--- src/rtl/qenc_pkg.sv ---
package qenc_pkg;
  // strobes from control to datapath, valid for one cycle
  typedef struct packed {
    logic cntEn;    // one valid quadrature step decoded
    logic cntUp;    // direction of that step
    logic phaseErr; // both phases moved in the same sample
    logic speedHit; // reference counter equals speed period
    logic posHit;   // reference counter equals position period
  } qenc_strobe_t;
endpackage

--- src/rtl/qenc_sync.sv ---
module qenc_sync #(
  parameter int WIDTH  = 2,
  parameter int STAGES = 2
) (
  input  logic             clk,
  input  logic             rstN,
  input  logic [WIDTH-1:0] asyncIn,
  output logic [WIDTH-1:0] syncOut
);
  localparam int LAST = STAGES - 1;

  genvar gi;
  generate
    for (gi = 0; gi < WIDTH; gi++) begin : g_bit
      logic [STAGES-1:0] chain;
      always_ff @(posedge clk) begin
        if (!rstN) chain <= '0;
        else       chain <= {chain[STAGES-2:0], asyncIn[gi]};
      end
      assign syncOut[gi] = chain[LAST];
    end
  endgenerate
endmodule

--- src/rtl/qenc_ctrl.sv ---
module qenc_ctrl
  import qenc_pkg::*;
#(
  parameter int CNT_W = 16
) (
  input  logic             clk,
  input  logic             rstN,
  input  logic             aSync,
  input  logic             bSync,
  input  logic [CNT_W-1:0] refCount,
  input  logic [CNT_W-1:0] speedPeriod,
  input  logic [CNT_W-1:0] posPeriod,
  output qenc_strobe_t     strobe
);
  logic aPrev, bPrev;
  logic chA, chB;

  always_ff @(posedge clk) begin
    if (!rstN) begin
      aPrev <= 1'b0;
      bPrev <= 1'b0;
    end else begin
      aPrev <= aSync;
      bPrev <= bSync;
    end
  end

  assign chA = aSync ^ aPrev;
  assign chB = bSync ^ bPrev;

  always_comb begin
    strobe          = '0;
    strobe.cntEn    = chA ^ chB;
    strobe.phaseErr = chA & chB;
    // A moved: up when phases now differ; B moved: up when phases now match
    strobe.cntUp    = chA ? (aSync != bSync) : (aSync == bSync);
    strobe.speedHit = (refCount == speedPeriod);
    strobe.posHit   = (refCount == posPeriod);
  end
endmodule

--- src/rtl/qenc_datapath.sv ---
module qenc_datapath
  import qenc_pkg::*;
#(
  parameter int CNT_W = 16
) (
  input  logic             clk,
  input  logic             rstN,
  input  qenc_strobe_t     strobe,
  output logic [CNT_W-1:0] posCount,
  output logic [CNT_W-1:0] refCount,
  output logic [CNT_W-1:0] speedCap,
  output logic             speedCapValid,
  output logic [CNT_W-1:0] posCap,
  output logic             posCapValid,
  output logic [CNT_W-1:0] widthCap,
  output logic [CNT_W-1:0] widthBuf,
  output logic             widthCapValid,
  output logic             dirUp,
  output logic             phaseError
);
  // position counter and direction
  always_ff @(posedge clk) begin
    if (!rstN) begin
      posCount   <= '0;
      dirUp      <= 1'b0;
      phaseError <= 1'b0;
    end else begin
      if (strobe.cntEn) begin
        posCount <= strobe.cntUp ? posCount + 1'b1 : posCount - 1'b1;
        dirUp    <= strobe.cntUp;
      end
      if (strobe.phaseErr) phaseError <= 1'b1;
    end
  end

  // reference counter, cleared by the position period
  always_ff @(posedge clk) begin
    if (!rstN)              refCount <= '0;
    else if (strobe.posHit) refCount <= '0;
    else                    refCount <= refCount + 1'b1;
  end

  // period snapshots of the position count
  always_ff @(posedge clk) begin
    if (!rstN) begin
      speedCap      <= '0;
      posCap        <= '0;
      speedCapValid <= 1'b0;
      posCapValid   <= 1'b0;
    end else begin
      speedCapValid <= strobe.speedHit;
      posCapValid   <= strobe.posHit;
      if (strobe.speedHit) speedCap <= posCount;
      if (strobe.posHit)   posCap   <= posCount;
    end
  end

  // step-interval capture with one-deep buffer
  always_ff @(posedge clk) begin
    if (!rstN) begin
      widthCap      <= '0;
      widthBuf      <= '0;
      widthCapValid <= 1'b0;
    end else begin
      widthCapValid <= strobe.cntEn;
      if (strobe.cntEn) begin
        widthBuf <= widthCap;
        widthCap <= refCount;
      end
    end
  end
endmodule

--- src/rtl/qenc_capture_unit.sv ---
module qenc_capture_unit
  import qenc_pkg::*;
#(
  parameter int CNT_W       = 16,
  parameter int SYNC_STAGES = 2
) (
  input  logic             clk,
  input  logic             rstN,
  input  logic             phaseA,
  input  logic             phaseB,
  input  logic [CNT_W-1:0] speedPeriod,
  input  logic [CNT_W-1:0] posPeriod,
  output logic [CNT_W-1:0] posCount,
  output logic [CNT_W-1:0] refCount,
  output logic [CNT_W-1:0] speedCap,
  output logic             speedCapValid,
  output logic [CNT_W-1:0] posCap,
  output logic             posCapValid,
  output logic [CNT_W-1:0] widthCap,
  output logic [CNT_W-1:0] widthBuf,
  output logic             widthCapValid,
  output logic             dirUp,
  output logic             phaseError
);
  logic [1:0]   phSync;
  qenc_strobe_t strobe;

  qenc_sync #(.WIDTH(2), .STAGES(SYNC_STAGES)) u_sync (
    .clk(clk), .rstN(rstN),
    .asyncIn({phaseB, phaseA}),
    .syncOut(phSync)
  );

  qenc_ctrl #(.CNT_W(CNT_W)) u_ctrl (
    .clk(clk), .rstN(rstN),
    .aSync(phSync[0]), .bSync(phSync[1]),
    .refCount(refCount),
    .speedPeriod(speedPeriod), .posPeriod(posPeriod),
    .strobe(strobe)
  );

  qenc_datapath #(.CNT_W(CNT_W)) u_dp (
    .clk(clk), .rstN(rstN), .strobe(strobe),
    .posCount(posCount), .refCount(refCount),
    .speedCap(speedCap), .speedCapValid(speedCapValid),
    .posCap(posCap), .posCapValid(posCapValid),
    .widthCap(widthCap), .widthBuf(widthBuf), .widthCapValid(widthCapValid),
    .dirUp(dirUp), .phaseError(phaseError)
  );
endmodule

--- config.mk ---
export PLATFORM = sky130hd
export DESIGN_NAME = qenc_capture_unit
export DESIGN_NICKNAME = d
export VERILOG_FILES = /design/src/rtl/qenc_pkg.sv /design/src/rtl/qenc_sync.sv /design/src/rtl/qenc_ctrl.sv /design/src/rtl/qenc_datapath.sv /design/src/rtl/qenc_capture_unit.sv
export SDC_FILE = /design/constraint.sdc
export NUM_CORES = 1
export LEC_CHECK = 0
export BUFFER_PORTS_ARGS = -buffer_cell sky130_fd_sc_hd__clkbuf_2
export CORE_MARGIN = 2
export CORE_UTILIZATION = 56
export CTS_CLUSTER_SIZE = 25
export DETAILED_ROUTE_END_ITERATION = 12
export GPL_TIMING_DRIVEN = 0
export PLACE_DENSITY = 0.88
export SKIP_CTS_REPAIR_TIMING = 1
export SYNTH_ARGS = -nofsm -noshare
export SYNTH_HDL_FRONTEND = slang
export SYNTH_SLANG_ARGS = --single-unit
--- constraint.sdc ---
create_clock -name clk -period 4.6 [get_ports clk]
set_clock_uncertainty 0.2 [all_clocks]
set_input_delay 0.92 -clock clk [delete_from_list [all_inputs] [get_ports clk]]
set_output_delay 0.92 -clock clk [all_outputs]
set_load 0.02 [all_outputs]
==> impl_metrics.csv <==
group,metric,value,unit
die,fp-row-count,34,
final_layout,fin_util,68.6,%
clock_network,cts_tree,"yes",
setup_path,r2r_slack,1.26,ns
setup_path,cp_max_fo,10,
synthesis,seq_area_frac_synth,43.7,%
clock_network,h-tree-depth,3,
sta,fin_ws,1.26,ns
sta,finalHoldViolations,0,
synthesis,synthArstFlopShare,0,%
sta,timing.setup.tns,0,ns
synthesis,ys_top_cells_by_area,"dfxtp_1, mux2i_1, nor2_1, xor2_1, clkbuf_1",
power,peakVddDrop,247,uV
clock_network,clk_pin_slew,0.09,ns
synthesis,synthCells,543,
grt,grt_most_used_layer,"met2",
die,core_area,0.00859,mm2
sta,post-route-min-period,3.34,ns
placed_design,place_ws,1.41,ns
synthesis,synth_area_per_cell,9.03,um2
synthesis,yosys_warnings,0,
placed_design,hpwl,10000,um
detailed_routing,firstDrtPassIters,5,
grt,first_global_vias,4298,
grt,use_met2,44.1,%
detailed_routing,viasPerCell,5.67,
die,ios,137,
detailed_routing,ant_nets,0,
detailed_routing,drc_errors,0,
final_layout,n_antenna_cell,0,
outcome,outcome,"finished, final reports clean",
grt,grt_usage,27.6,%
final_layout,num-nets-final,729,
sta,tightest_slew,0.835,ns
sta,rsz0062_at_grt,"no",
sta,fmax,300,MHz
setup_path,cp.arrival,3.43,ns
synthesis,synth_fp_nets,582,
grt,grt_max_degree,18,
clock_network,cts_made_buffers,9,
synthesis,synth-main-ff-cell,"dfxtp_1",
detailed_routing,num_vias,4550,
setup_path,endpoint_kind,"flip-flop",
final_layout,final_common_cell,"clkbuf_2",
clock_network,clockBufferDepth,2,
synthesis,synth.cell_area,0.00490,mm2
detailed_routing,drt_iter0_drc,400,
synthesis,synth-edff-count,0,
min_path,hold_class,"flip-flop to flip-flop",
synthesis,synth_top_area_share,43.7,%
die,die_h,97.6,um
setup_path,cp.required,4.69,ns
grt,grtUsageMet3,4.68,%
power,power.density,299,mW/mm2
final_layout,layout_common_cells,"clkbuf_2, nor2_1, dfxtp_1",
sta,max-slew-margin-rel,44.4,%
sta,setup_violations,0,
clock_network,clkLatencyLatePin,0.36,ns
power,p_leak,2.82,nW
synthesis,yosys.area.top_type,"dfxtp_1",
grt,grt_util_met1,36.2,%
synthesis,ys_ff_latch,107,
flow_run,max-cap-violations,0,
detailed_routing,wirelength,13400,um
placed_design,gp_congestion,0.972,
grt,grt_pass1_wl,21300,um
die,initial_core_util,57.0,%
setup_path,crit_type,"flip-flop to flip-flop",
final_layout,areaGrowthSynthToFinish,20.3,%
setup_path,start_kind,"flip-flop",
clock_network,numClockSinks,107,
sta,fin_crit_sh,72.5,%
final_layout,drive_above_1_share,24.3,%
die,dieWidth,97.6,um
clock_network,cts_root_buffer,"clkbuf_8",
sta,drv_slew,0,
detailed_routing,routedWlPerCell,16.7,um
synthesis,ys_types,44,
grt,grt_remaining_overflow,0,
placed_design,portBuffers,136,
die,die_area,0.00952,mm2
grt,antenna_found_initial,0,
synthesized netlist by cell type (9+ instances only):
master	instances
xnor2_1	14
xor2_1	43
nor4_1	19
nand4_1	9
nor3_1	12
dfxtp_1	107
mux2i_1	69
nand2_1	20
nand3_1	12
clkbuf_1	35
nor2_1	107
o21ai_0	9
state kept, by name, summed over array words and instances, names as in the netlist, 4 cells and up:
signal,count
u_sync.g_bit.chain,4
u_dp.widthCap,16
u_dp.posCount,16
u_dp.refCount,16
u_dp.speedCap,16
u_dp.widthBuf,16
u_dp.posCap,16
metrics by stage:
stage	instances	hold WS, ns	total power, mW	area [um2]
finish	803	0.239	1.76	5900
CTS	803	0.241	1.77	5900
global route	803	0.258	1.83	5900
floorplan	543	0.212	1.16	4900
detailed placement	787	0.219	1.25	5720
global placement	787	0.221	1.24	5720
critical path, stage by stage, from the launching register on:
cell       delay (ns)
dfxtp_1          0.37
xnor2_1          0.62
clkbuf_1         0.43
xnor2_1          0.12
ha_1             0.29
or3_1            0.34
a21oi_1          0.33
a2111oi_0        0.13
a41oi_1          0.25
mux2i_1          0.20
routing by layer:
metal,routed length [um],up-vias
li1,-,2134
met2,6270,216
met3,927,46
met5,0,-
met1,5750,2154
met4,469,0
kinds of logic (layout without fill, tap and decap cells):
family	count (synthesis)	count (layout)	synth area share [%]
DFF	107	107	43.7
muxes	69	69	14.1
adders and majority gates	3	3	0.766
xor gates and xnor gates	57	57	10.2
buffers and inverters	54	206	4.47
and+or+nand+nor	221	221	21.8
AOI/OAI and AO/OA	32	32	4.95
worst paths after layout:
| check | start | end | depth (start not counted) |
|---|---|---|---|
| max | u_sync.g_bit[1].chain[1] | u_dp.posCount[6] | 9 |
| min | u_sync.g_bit[0].chain[0] | u_sync.g_bit[0].chain[1] | 1 |
| max reg2reg | u_sync.g_bit[1].chain[1] | u_dp.posCount[6] | 9 |
| min reg2reg | u_sync.g_bit[0].chain[0] | u_sync.g_bit[0].chain[1] | 1 |
final cells by class:
| cell class | instances | area [um2] |
|---|---|---|
| multi-input combinational | 382 | 2540 |
| timing repair buffer | 136 | 681 |
| clock buffer | 11 | 141 |
| tap | 108 | 135 |
| sequential | 107 | 2140 |
| inverter | 7 | 26.3 |
| fill | 694 | 2700 |
| buffer | 47 | 193 |
| clock inverter | 5 | 37.5 |
power by group:
group / leakage, nW / internal, mW / switching, mW / total [mW]
combinational: 1.87 / 0.100 / 0.169 / 0.270
clock: 0.0859 / 0.214 / 0.315 / 0.529
sequential: 0.865 / 0.945 / 0.0205 / 0.965
total: 2.82 / 1.26 / 0.505 / 1.76
Power figures use the tool's default switching activity.
